File: config.mk
export PLATFORM = sky130hd
export DESIGN_NAME = oldest_first_iq
export DESIGN_NICKNAME = d
export VERILOG_FILES = /design/src/rtl/oldest_first_iq.sv
export SDC_FILE = /design/constraint.sdc
export NUM_CORES = 1
export LEC_CHECK = 0
export ABC_AREA = 1
export ABC_CLOCK_PERIOD_IN_PS = 6810
export BUFFER_PORTS_ARGS = -buffer_cell sky130_fd_sc_hd__buf_4
export CAP_MARGIN = 20
export CORE_MARGIN = 4
export CORE_UTILIZATION = 40
export DETAILED_ROUTE_END_ITERATION = 10
export HOLD_SLACK_MARGIN = 0.02
export PLACE_DENSITY = 0.61
export SETUP_SLACK_MARGIN = 0.1
export SYNTH_ARGS = -nofsm -noshare
export SYNTH_HDL_FRONTEND = slang
export SYNTH_SLANG_ARGS = --single-unit
File: constraint.sdc
create_clock -name clk -period 6.81 [get_ports clk]
set_input_delay 1.0215 -clock clk [delete_from_list [all_inputs] [get_ports clk]]
set_output_delay 1.0215 -clock clk [all_outputs]
set_load 0.03 [all_outputs]
File: src/rtl/oldest_first_iq.sv
module oldest_first_iq #(
  parameter int DEPTH  = 8,
  parameter int TAG_W  = 6,
  parameter int PREG_W = 7,
  parameter int NCLS   = 3
) (
  input  logic                        clk,
  input  logic                        rst_n,
  input  logic                        enq_valid,
  output logic                        enq_ready,
  input  logic [TAG_W-1:0]            enq_tag,
  input  logic [PREG_W-1:0]           enq_src0,
  input  logic                        enq_src0_busy,
  input  logic [PREG_W-1:0]           enq_src1,
  input  logic                        enq_src1_busy,
  input  logic [$clog2(NCLS)-1:0]     enq_cls,
  input  logic                        wake_valid,
  input  logic [PREG_W-1:0]           wake_preg,
  input  logic [NCLS-1:0]             unit_free,
  input  logic                        flush,
  output logic                        disp_valid,
  output logic [TAG_W-1:0]            disp_tag,
  output logic [PREG_W-1:0]           disp_src0,
  output logic [PREG_W-1:0]           disp_src1,
  output logic [$clog2(NCLS)-1:0]     disp_cls
);
  localparam int CLS_W = $clog2(NCLS);
  localparam int CLS_N = 1 << CLS_W;
  localparam int IDX_W = $clog2(DEPTH);

  logic [DEPTH-1:0]             valid_q, b0_q, b1_q;
  logic [DEPTH-1:0][TAG_W-1:0]  tag_q;
  logic [DEPTH-1:0][PREG_W-1:0] s0_q, s1_q;
  logic [DEPTH-1:0][CLS_W-1:0]  cls_q;
  // older_q[j][i] set: entry j was enqueued before entry i
  logic [DEPTH-1:0][DEPTH-1:0]  older_q;

  logic [CLS_N-1:0] free_pad;
  logic [DEPTH-1:0] elig, blocked, sel;
  logic [IDX_W-1:0] free_idx;
  logic             enq_fire, sel_busy;

  always_comb begin
    free_pad = '0;
    free_pad[NCLS-1:0] = unit_free;
  end

  always_comb begin
    free_idx = '0;
    for (int i = DEPTH-1; i >= 0; i--)
      if (!valid_q[i]) free_idx = IDX_W'(i);
  end

  assign enq_ready = ~&valid_q;
  assign enq_fire  = enq_valid & enq_ready & ~flush;

  always_comb begin
    for (int i = 0; i < DEPTH; i++)
      elig[i] = valid_q[i] & ~b0_q[i] & ~b1_q[i] & free_pad[cls_q[i]];
    for (int i = 0; i < DEPTH; i++) begin
      blocked[i] = 1'b0;
      for (int j = 0; j < DEPTH; j++)
        if (elig[j] && older_q[j][i]) blocked[i] = 1'b1;
      sel[i] = elig[i] & ~blocked[i];
    end
  end

  always_comb begin
    disp_tag  = '0;
    disp_src0 = '0;
    disp_src1 = '0;
    disp_cls  = '0;
    sel_busy  = 1'b0;
    for (int i = 0; i < DEPTH; i++)
      if (sel[i]) begin
        disp_tag  = disp_tag  | tag_q[i];
        disp_src0 = disp_src0 | s0_q[i];
        disp_src1 = disp_src1 | s1_q[i];
        disp_cls  = disp_cls  | cls_q[i];
        sel_busy  = sel_busy  | b0_q[i] | b1_q[i];
      end
  end

  assign disp_valid = (|sel) & ~flush;

  always_ff @(posedge clk) begin
    if (!rst_n || flush) begin
      valid_q <= '0;
    end else begin
      for (int i = 0; i < DEPTH; i++) begin
        if (wake_valid && valid_q[i] && s0_q[i] == wake_preg) b0_q[i] <= 1'b0;
        if (wake_valid && valid_q[i] && s1_q[i] == wake_preg) b1_q[i] <= 1'b0;
        if (sel[i]) valid_q[i] <= 1'b0;
      end
      if (enq_fire) begin
        valid_q[free_idx] <= 1'b1;
        tag_q[free_idx]   <= enq_tag;
        s0_q[free_idx]    <= enq_src0;
        s1_q[free_idx]    <= enq_src1;
        cls_q[free_idx]   <= enq_cls;
        b0_q[free_idx]    <= enq_src0_busy & ~(wake_valid && enq_src0 == wake_preg);
        b1_q[free_idx]    <= enq_src1_busy & ~(wake_valid && enq_src1 == wake_preg);
        older_q[free_idx] <= '0;
        for (int j = 0; j < DEPTH; j++)
          if (IDX_W'(j) != free_idx) older_q[j][free_idx] <= valid_q[j];
      end
    end
  end

  AST_SINGLE_GRANT: assert property (@(posedge clk) disable iff (!rst_n) $onehot0(sel));
  AST_OPERANDS_FREE: assert property (@(posedge clk) disable iff (!rst_n) disp_valid |-> !sel_busy);
  AST_UNIT_AVAILABLE: assert property (@(posedge clk) disable iff (!rst_n) disp_valid |-> free_pad[disp_cls]);
  AST_FULL_STALL: assert property (@(posedge clk) disable iff (!rst_n) (&valid_q) |-> !enq_ready);
  AST_FLUSH_EMPTY: assert property (@(posedge clk) disable iff (!rst_n) flush |=> !disp_valid);
endmodule

==> After elaboration in Yosys (flattened, before gate mapping) <==
Cells that the tools add are included.
{ "totals": {"wordCells": 475, "output_inout_bits": 24, "mem_bits_ro": 0, "ramBits": 0, "inputBits": 39, "latch_bits": 0, "mem_count": 0, "reg_bits": 264} }
{ "op_classes": {"n_reduce_logical": 98, "n_mux": 203, "shift": 0, "magnitude_cmp": 10, "n_addsub": 0, "eq_ne": 25, "div_mod_pow": 0, "n_bitwise": 96, "multipliers": 0} }
{ "op_table": {"columns": ["cell", "count"], "rows": [
  ["== test 7 bit", 18],
  ["2-to-1 mux 1 bit", 121],
  ["2-to-1 mux 7 bit", 17],
  ["bitwise mux 56 bit", 2],
  ["OR 7 bit", 14],
  ["2-to-1 mux 8 bit", 12],
  ["logical AND 1 bit", 91],
  ["bitwise mux 8 bit", 10],
  ["bitwise AND 64 bit", 1],
  ["inverter 64 bit", 1],
  ["2-to-1 mux 6 bit", 9],
  ["bitwise mux 48 bit", 1],
  ["OR 6 bit", 7],
  ["bitwise AND 1 bit", 37],
  ["inverter 1 bit", 28],
  ["demux 8 bit (select 3 bit)", 1],
  ["< comparator 2 x 3 -> 1 bit (second input constant)", 8],
  ["2-to-1 mux 3 bit", 8],
  ["demux 7 bit (select 3 bit)", 1],
  ["demux 6 bit (select 3 bit)", 1],
  ["2-to-1 mux 2 bit", 9],
  ["binary-select mux 1 bit (select 2 bit)", 8],
  ["bitwise mux 16 bit", 1],
  ["OR 2 bit", 7],
  ["14 further kinds", 19]
]} }

==> Longest topological paths before layout <==
Gate-level depths: netlist of run 1.
{ "logic_depth": {"depth_word": 30, "ltp_mapped": 13, "ltp_nobuf": 12} }

==> Worst setup path before layout of run 1 <==
OpenSTA, ideal clock, no wires.
{ "synth_timing": {"path_type": "input to register", "start": "in rst_n", "end": "reg older_q[10] in the netlist's numbering (enable)", "required_time_ns": 6.340, "path_stages": 3, "arrival_time_ns": 3.791, "setup_time_ns": 0.470, "path_buffers": 1, "setup_slack_ns": 2.548, "cell_sequence": "clkinv_1 -> clkbuf_1 -> nor2_1"} }
{ "synth_between": {"elab_chain_cells": 4} }
{ "synth_rtl": {"columns": ["element", "line", "rtl"], "rows": [
  ["start, declared", "8", "input logic rst_n,"],
  ["zero test 1 bit", "87", "if (!rst_n || flush) begin"],
  ["logical OR 1 bit", "87", null],
  ["inverter 1 bit (no line)", null, null],
  ["AND reduction 2 bit (no line)", null, null],
  ["end signal, assigned by index", "105", "if (IDX_W'(j) != free_idx) older_q[j][free_idx] <= valid_q[j];"],
  ["end, declared", "36", "logic [DEPTH-1:0][DEPTH-1:0] older_q;"]
]} }
Every way passes these cells.
A chain may end at the register's enable or synchronous reset.

==> Worst setup path after layout of run 1 <==
{ "layout_timing": {"start": "in unit_free[0]", "end": "out disp_src0[6]"} }
{ "layout_between": {"elab_chain_cells": 29, "word_cells_on_any_way": 183, "cone_classes": "mux: 88; bitwise: 31; reduce/logical: 64"} }
{ "layout_rtl": {"columns": ["element", "line", "rtl"], "rows": [
  ["start, declared", "19", "input logic [NCLS-1:0] unit_free,"],
  ["binary-select mux 1 bit (select 2 bit)", "59", "elig[i] = valid_q[i] & ~b0_q[i] & ~b1_q[i] & free_pad[cls_q[i]];"],
  ["2-to-1 mux 1 bit (not written as such)", "59", null],
  ["bitwise AND 1 bit", "59", null],
  ["logical AND 1 bit", "63", "if (elig[j] && older_q[j][i]) blocked[i] = 1'b1;"],
  ["2-to-1 mux 1 bit (8 in a row)", "63", null],
  ["inverter 1 bit", "64", "sel[i] = elig[i] & ~blocked[i];"],
  ["bitwise AND 1 bit", "64", null],
  ["2-to-1 mux 7 bit", "75", "if (sel[i]) begin"],
  ["[... 6 more ...]", null, null],
  ["OR 7 bit", "77", "disp_src0 = disp_src0 | s0_q[i];"],
  ["2-to-1 mux 7 bit", "75", null],
  ["OR 7 bit", "77", null],
  ["2-to-1 mux 7 bit", "75", null],
  ["OR 7 bit", "77", null],
  ["2-to-1 mux 7 bit", "75", null],
  ["OR 7 bit", "77", null],
  ["2-to-1 mux 7 bit (*)", "75", null],
  ["end, declared", "23", "output logic [PREG_W-1:0] disp_src0,"]
]} }
Mark *: on every way between the ends. The rest lies on a longest branch, timed or not. The select of a mux whose other input is x is not followed.

==> results.json, run 1 <==
{
  "arrival_ns": 3.55,
  "ys_seq_elements": 264,
  "outcome": "completed",
  "crit_fanout": 13,
  "dr_total_vias": 10751,
  "ir_drop_mv": 0.220,
  "hold_class": "flop to flop",
  "powerDensity_nw_per_um2": 244,
  "dp_hpwl_microns": 30000,
  "synth_cell_types": 33,
  "die_area_sq_um": 35300,
  "finalWeightedCongestion": 0.939,
  "async_flop_share": 0,
  "detail_route.first_pass.iterations": 6,
  "avgSynthCellArea_sq_um": 9.53,
  "cp_cell_sequence": "buf_4 -> inv_1 -> nand3b_1 -> nand2_1 -> nor2_2 -> nand2_1 -> nand2_1 -> nor2_1 -> buf_4 -> nand2_1 -> o21ai_0 -> nor2_1 -> nand2_1 -> buf_4",
  "final_area_sq_um": 14900,
  "final.setup.worst_slack_ns": 2.24,
  "timing.final.crit_share": 0.671,
  "antenna_found_initial": 0,
  "ys_seq_area_frac": 0.607,
  "routedWlPerCell_microns": 24.2,
  "cts-htree-levels": 1,
  "cts_buffer_depth": 3,
  "die_x_microns": 188,
  "grt_pass1_vias": 10418,
  "fp.coreArea_sq_um": 31700,
  "p_leak_nw": 5.76,
  "synth-main-ff-cell": "edfxtp_1",
  "finalSetupViolCount": 0,
  "synth_top_area_frac": 0.594,
  "clkLatencyLatePin_ns": 0.58,
  "io_buffers": 62,
  "cp_common_cell": "nand2_1",
  "grt_use_total": 0.247,
  "syn_to_final_growth_pct": 15.3,
  "num_io_pins": 63,
  "power_mw": 3.64,
  "worstSetupStartpointType": "primary input",
  "synth_cells": 1358,
  "yosysTopAreaCell": "edfxtp_1",
  "cts_root_buf": "clkbuf_16",
  "synth_edf_count": 256,
  "place_area_sq_um": 13900,
  "synthTopCellsByCount": "332 x nand2_1, 256 x edfxtp_1, 173 x nand3_1, 140 x nor2_1, 96 x o21ai_0",
  "endpoint_kind": "output pin",
  "fmax_ghz": 0.219,
  "drive_gt1_frac": 0.128,
  "place_ws_ns": 2.35,
  "rows": 65,
  "tritoncts": "yes",
  "setup_tns_ns": 0,
  "routed_wl_microns": 44800,
  "final_cells": 1852,
  "initial_core_util": 0.408,
  "cp_slowest_stage_delay_ns": 0.55,
  "critical_path_class": "primary input to output pin",
  "die_h_microns": 188,
  "cp.required_ns": 5.79,
  "drv_cap": 0,
  "clock_sinks": 264,
  "max_slew_margin": 0.271,
  "cp_slowest_cell": "nand2_1",
  "via_per_inst": 5.81,
  "synth.area.top_cells": "edfxtp_1 59%, nand2_1 9.6%, nand3_1 6.7%, nor2_1 4.1%, o21ai_0 3.7%",
  "skew_ns": 0.0171,
  "syn_area_sq_um": 12900,
  "cts_resized": 0,
  "cts_made_buffers": 29,
  "dp_cells": 1798,
  "finalHoldViolations": 0,
  "ant_nets": 0,
  "yosysMostFrequentCell": "nand2_1",
  "clkTransAtPathRegs_ns": 0.06,
  "worstMarginPinSlew_ns": 1.08,
  "grt_pass1_wl_microns": 66300,
  "yosysWarnings": 0,
  "grt_max_degree": 37,
  "antennaDiodeCount": 0,
  "layout.nets": 1466,
  "drc_errors": 0,
  "rsz0062_at_grt": "false",
  "gr-total-overflow": 0,
  "post-cts-setup-buffer-count": 0,
  "maxSlewViolCount": 0,
  "drt_iter0_markers": 1518,
  "finalWorstPathRequiredPeriod_ns": 4.57,
  "hold_buffers": 0
}
[worst max-delay path, delay by kind of cell]
kind / cells / cell delay (ns)
buffers and inverters: 4 / 0.71
AO/OA/AOI/OAI: 1 / 0.46
AND/OR/NAND/NOR: 9 / 1.32
[routing by layer]
metal	up-vias	track usage	part of all wire
li1	4857	-	-
met2	663	0.395	0.46
met1	5092	0.340	0.40
met5	-	0	0
met3	139	0.0404	0.097
met4	0	0.0918	0.044
[final cells by class]
| class | instances | area, sq um |
|---|---|---|
| clock inverter | 20 | 273 |
| tap | 402 | 503 |
| multi-input combinational | 943 | 4510 |
| sequential | 264 | 7850 |
| clock buffer | 34 | 744 |
| fill | 3004 | 16800 |
| inverter | 101 | 379 |
| timing repair buffer | 88 | 661 |
[final timing paths]
kind,startpoint,slack [ns],cells after the start,to
max reg2reg,valid_q[7],3.71,10,cls_q[11]
min reg2reg,older_q[11],0.57,2,older_q[11]
min,older_q[11],0.57,2,older_q[11]
max,unit_free[0],2.24,14,disp_src0[6]
[through the flow]
step           hold WS, ns  utilization
4_1_cts              0.558        0.470
5_1_grt              0.588        0.470
3_5_place_dp         0.538        0.438
3_3_place_gp         0.540        0.438
2_1_floorplan        0.493            -
6_report             0.566        0.470
[kinds of logic after synthesis]
| group | share of synthesized area |
|---|---|
| simple gates | 0.228 |
| other cells | 0.000290 |
| compound gates | 0.0916 |
| buf+inv | 0.0506 |
| flops | 0.607 |
| xor+xnor | 0.0230 |
[flip-flops by register name (all words and copies together) (netlist names), named ones only]
name,cells
older_q,56
s0_q,56
s1_q,56
tag_q,48
cls_q,16
b0_q,8
b1_q,8
valid_q,8
[power breakdown]
part / internal, mW / switching, mW / total, mW
Combinational: 0.0442 / 0.109 / 0.153
Clock: 1.01 / 0.669 / 1.68
Sequential: 1.80 / 0.0106 / 1.81
[layout by cell type, fill, tap and decap left out, drive strengths merged]
master      n
clkinvlp    2
nand2     334
o2111ai    10
a22o        5
xnor2      19
o21a        2
clkinv     13
inv       100
nor4        2
bufinv      6
clkbuf     34
nor2      158
a211oi      3
nor3       12
o22ai      35
nand4      12
conb        8
a21oi      26
a21boi      1
nand3     173
o21ai     115
o211ai      5
xor2       15
dfxtp       8
nand3b      4
edfxtp    256
a221oi      4
buf        88
No activity file was read; power rests on OpenSTA's default activity.
==> inputs of run 2 (changes only) <==
Settings changed: ABC_CLOCK_PERIOD_IN_PS 6810 to 3900, PLACE_DENSITY 0.61 to 0.63.
Clock period 6.81 ns to 3.9 ns, I/O delays scaled along.
==> results.json, run 2 (synthesized netlist as in run 1, its figures left out) <==
{
  "powerDensity_nw_per_um2": 409,
  "finalWeightedCongestion": 0.969,
  "ant_nets": 0,
  "timing.final.crit_share": 0.931,
  "final_common_cell": "nand2_1",
  "busiest_layer": "met2",
  "worstSetupStartpointType": "flop",
  "grtUsageMet1": 0.349,
  "outcome": "completed",
  "layout.nets": 1481,
  "cts_made_buffers": 29,
  "num_io_pins": 63,
  "grt_use_total": 0.258,
  "fp.coreArea_sq_um": 31700,
  "dr_total_vias": 10984,
  "skew_ns": 0.0251,
  "fin_util": 0.472,
  "hold_class": "primary input to flop",
  "cts-htree-levels": 1,
  "routedWlPerCell_microns": 25.0,
  "worstMarginPinSlew_ns": 0.930,
  "die_h_microns": 188,
  "via_per_inst": 5.89,
  "cts_buffer_depth": 3,
  "drv_cap": 0,
  "clkTransAtPathRegs_ns": 0.06,
  "use_met3": 0.0558,
  "finalHoldViolations": 0,
  "detail_route.first_pass.iterations": 5,
  "grt_pass1_wl_microns": 68500,
  "drt_iter0_markers": 1508,
  "drc_errors": 0,
  "maxSlewViolCount": 0,
  "most-common-layout-cells": "329 x nand2_1, 256 x edfxtp_1, 173 x nand3_1, 125 x nor2_1, 102 x buf_4",
  "grt_max_degree": 39,
  "rsz0062_at_grt": "false",
  "clkLatencyLatePin_ns": 0.58,
  "grtUsageMet2": 0.400,
  "tritoncts": "yes",
  "fmax_ghz": 0.275,
  "setup_tns_ns": 0,
  "fillCellCount": 2977,
  "finalSetupViolCount": 0,
  "clock_sinks": 264,
  "grt_pass1_vias": 10722,
  "crit_fanout": 12,
  "endpoint_kind": "output pin",
  "dp_hpwl_microns": 31500,
  "io_buffers": 62,
  "antenna_found_initial": 0,
  "cts_root_buf": "clkbuf_16",
  "ir_drop_mv": 0.330,
  "arrival_ns": 3.05,
  "p_leak_nw": 5.78,
  "antennaDiodeCount": 0,
  "die_area_sq_um": 35300,
  "cp.required_ns": 3.31,
  "finalWorstPathRequiredPeriod_ns": 3.63,
  "initial_core_util": 0.408,
  "multiInputGateArea_sq_um": 4530,
  "drive_gt1_frac": 0.135,
  "max_slew_margin": 0.380,
  "die_x_microns": 188,
  "rows": 65,
  "gr-total-overflow": 0,
  "seq_area_sq_um": 7850,
  "hold_buffers": 0,
  "routed_wl_microns": 46700,
  "critical_path_class": "flop to output pin",
  "largestRegisters": "older_q x56, s0_q x56, s1_q x56",
  "syn_to_final_growth_pct": 15.6,
  "post-cts-setup-buffer-count": 0
}
==> run 2: changes by cell type in the layout (fill, tap and decap cells not counted), moves of 2 or more <==
| cell | change |
|---|---|
| nor2_4 | +3 |
| nor2_2 | -5 |
| nor2_1 | +2 |
| clkbuf_1 | +4 |
| nand2_1 | -3 |
| nand2_2 | +3 |
| bufinv_16 | -4 |
| buf_4 | +14 |
==> run 2: area by class of cell <==
| cell class | instances | area share |
|---|---|---|
| inverter | 101 | 0.0253 |
| clock inverter | 15 | 0.0102 |
| tap | 402 | 0.0336 |
| clock buffer | 38 | 0.0508 |
| timing repair buffer | 103 | 0.0525 |
| sequential | 264 | 0.525 |
| multi-input combinational | 943 | 0.303 |
==> run 2: final timing paths <==
check                                  from      endpoint  slack, ns  depth (start not counted)
worst max-delay path             valid_q[1]  disp_src1[3]       0.27                         12
worst min-delay path             enq_tag[2]     tag_q[38]       0.25                          1
worst max register to register   valid_q[4]     cls_q[11]       1.13                          9
worst min register to register  older_q[23]   older_q[23]       0.55                          2
==> run 2: per-layer routing <==
layer / up-vias / wire [microns]
met5: - / 0
met4: 0 / 2280
met3: 147 / 4780
met2: 662 / 20800
met1: 5286 / 18800
li1: 4889 / -
==> run 2: stage by stage <==
step / setup WS [ns] / hold WS [ns] / instances / cell area [sq um] / total power, mW
2_1_floorplan: 0.908 / 0.493 / 1365 / 13000 / 3.34
3_3_place_gp: 0.391 / 0.532 / 1813 / 14000 / 3.48
3_5_place_dp: 0.389 / 0.533 / 1813 / 14000 / 3.48
4_1_cts: 0.195 / 0.228 / 1866 / 14900 / 6.13
5_1_grt: 0.113 / 0.235 / 1866 / 15000 / 6.28
6_report: 0.270 / 0.247 / 1866 / 15000 / 6.12
==> run 2: repair_timing <==
item,4_1_cts,5_1_grt
pin swaps,0,0
gates resized for setup,1,5
endpoints found under the setup margin,2,18
==> run 2: worst max-delay path: stages, from the launching register on <==
cell,delay (ns)
dfxtp_1,0.62
nand3_1,0.21
nor2_2,0.33
nand2_1,0.09
nand2_1,0.09
nor2_1,0.04
buf_4,0.18
nand2_1,0.08
buf_4,0.27
o21ai_0,0.11
nor2_1,0.19
nand2_1,0.09
buf_4,0.17
==> run 2: power breakdown <==
group	switching (mW)	leakage (nW)	internal (mW)
clock	1.18	0.439	1.51
combinational	0.192	2.98	0.0815
sequential	0.0178	2.36	3.14
total	1.39	5.78	4.73
==> inputs of run 3 (changes only) <==
Settings changed: ABC_CLOCK_PERIOD_IN_PS 3900 to 4300, PLACE_DENSITY 0.63 to 0.61.
Clock period 3.9 ns to 4.3 ns, I/O delays scaled along.
==> results.json, run 3 (synthesized netlist as in run 1, its figures left out) <==
{
  "finalWorstPathRequiredPeriod_ns": 4.06,
  "grt_max_degree": 33,
  "cts_buffer_depth": 3,
  "hold_class": "primary input to flop",
  "num_io_pins": 63,
  "critical_path_class": "flop to output pin",
  "die_x_microns": 188,
  "tritoncts": "yes",
  "rows": 65,
  "initial_core_util": 0.408,
  "seqPwrFrac": 0.489,
  "ir_drop_mv": 0.311,
  "p_switching_mw": 1.29,
  "cp_common_cell": "nand2_1",
  "finalSetupViolCount": 0,
  "detail_route.first_pass.iterations": 5,
  "ant_nets": 0,
  "pwr-share-clk": 0.469,
  "grt_use_total": 0.252,
  "maxSlewViolCount": 0,
  "max_slew_margin": 0.383,
  "arrival_ns": 3.42,
  "die_h_microns": 188,
  "cp_cell_sequence": "nand3_1 -> nor3_1 -> nand2_1 -> nor2_4 -> nand2_1 -> o21ai_0 -> nor2_1 -> nand2_1 -> buf_4",
  "cp_slowest_cell": "nand2_1",
  "cts_made_buffers": 31,
  "routed_wl_microns": 45800,
  "dp_hpwl_microns": 30600,
  "cp_slowest_stage_delay_ns": 0.57,
  "clkLatencyLatePin_ns": 0.59,
  "gr-total-overflow": 0,
  "cts-htree-levels": 1,
  "setup_tns_ns": 0,
  "rsz0062_at_grt": "false",
  "antennaDiodeCount": 0,
  "outcome": "completed",
  "io_buffers": 62,
  "powerDensity_nw_per_um2": 389,
  "wl_met1_microns": 18300,
  "routedWlPerCell_microns": 24.6,
  "fp.coreArea_sq_um": 31700,
  "drc_errors": 0,
  "via_per_inst": 5.89,
  "route.met2.wl_microns": 20800,
  "crit_buf_inv": 1,
  "worstMarginPinSlew_ns": 0.925,
  "skew_ns": 0.0276,
  "grt_pass1_wl_microns": 67600,
  "p_leak_nw": 5.80,
  "drv_cap": 0,
  "switching_share": 0.222,
  "multiInputGateArea_sq_um": 4510,
  "largestRegisters": "older_q x56, s0_q x56, s1_q x56",
  "grt_pass1_vias": 10616,
  "fillCellCount": 2993,
  "finalWeightedCongestion": 0.942,
  "finalHoldViolations": 0,
  "final_common_cell": "nand2_1",
  "seq_area_sq_um": 7850,
  "timing.hold.ws_ns": 0.290,
  "cts_root_buf": "clkbuf_16",
  "endpoint_kind": "output pin",
  "worstSetupStartpointType": "flop",
  "timing.final.crit_share": 0.945,
  "cp.required_ns": 3.65,
  "power.internal_mw": 4.55,
  "drt_iter0_markers": 1438,
  "die_area_sq_um": 35300,
  "clock_sinks": 264,
  "wl_met3_microns": 4510,
  "layout.nets": 1472,
  "drive_gt1_frac": 0.133,
  "antenna_found_initial": 1,
  "top_layer": "met5",
  "dr_total_vias": 10962,
  "crit_family": "simple AND/OR/NAND/NOR gates",
  "syn_to_final_growth_pct": 16.1,
  "fmax_ghz": 0.246,
  "crit_fanout": 17,
  "post-cts-setup-buffer-count": 0,
  "most-common-layout-cells": "332 x nand2_1, 256 x edfxtp_1, 173 x nand3_1, 125 x nor2_1, 96 x o21ai_0",
  "combPwrFrac": 0.042,
  "clkTransAtPathRegs_ns": 0.06
}
run 3: cell types whose count changed in the layout (fill, tap and decap cells not counted), sizes merged:
cell,delta
buf,-11
inv,+2
clkinvlp,+2
clkbuf,-3
bufinv,+3
clkinv,+1
run 3: routing by layer:
metal	vias up	global-route usage
li1	4858	-
met1	5290	0.347
met2	674	0.393
met3	138	0.0499
met4	2	0.104
met5	-	0
run 3: worst paths after layout:
| path | cells after the start | slack (ns) | startpoint | to |
|---|---|---|---|---|
| max | 9 | 0.24 | valid_q[3] | disp_src0[1] |
| min | 1 | 0.29 | enq_tag[3] | tag_q[45] |
| max reg2reg | 12 | 1.11 | valid_q[5] | tag_q[46] |
| min reg2reg | 2 | 0.55 | older_q[13] | older_q[13] |
run 3: final cells by class:
type,count,area share
inverters,101,0.0252
multi-input cells,943,0.300
repair buffers,92,0.0477
clock buffers,35,0.0527
flip-flops and latches,264,0.523
well taps,402,0.0335
clock inverters,23,0.0179
run 3: power groups by stage:
stage	registers (mW)	logic, mW	clock network, mW
2_1_floorplan	2.91	0.125	0
3_3_place_gp	2.91	0.238	0
3_5_place_dp	2.91	0.240	0
4_1_cts	2.86	0.241	2.76
5_1_grt	2.86	0.263	2.88
6_report	2.86	0.245	2.74
run 3: worst reg2reg max path, delay by kind of cell, from the launching register on:
kind,cells,cell delay [ns]
flip-flops,1,0.43
AO/OA/AOI/OAI,2,0.21
AND/OR/NAND/NOR,6,1.35
buffers and inverters,4,0.86
run 3: stage by stage:
step	instance area (sq um)	power [mW]	utilization	worst slack, ns	cells
after global placement	14000	3.15	0.440	0.139	1802
after detailed placement	14000	3.15	0.440	0.0728	1802
after floorplan	13000	3.03	-	0.379	1365
final	15000	5.84	0.473	0.238	1860
after global routing	15000	6.00	0.473	0.141	1860
after CTS	15000	5.86	0.473	0.329	1860
run 3: repair_timing:
action,4_1_cts,5_1_grt
resized for setup,1,0
hold buffers,0,0
endpoints found under the setup margin,7,0
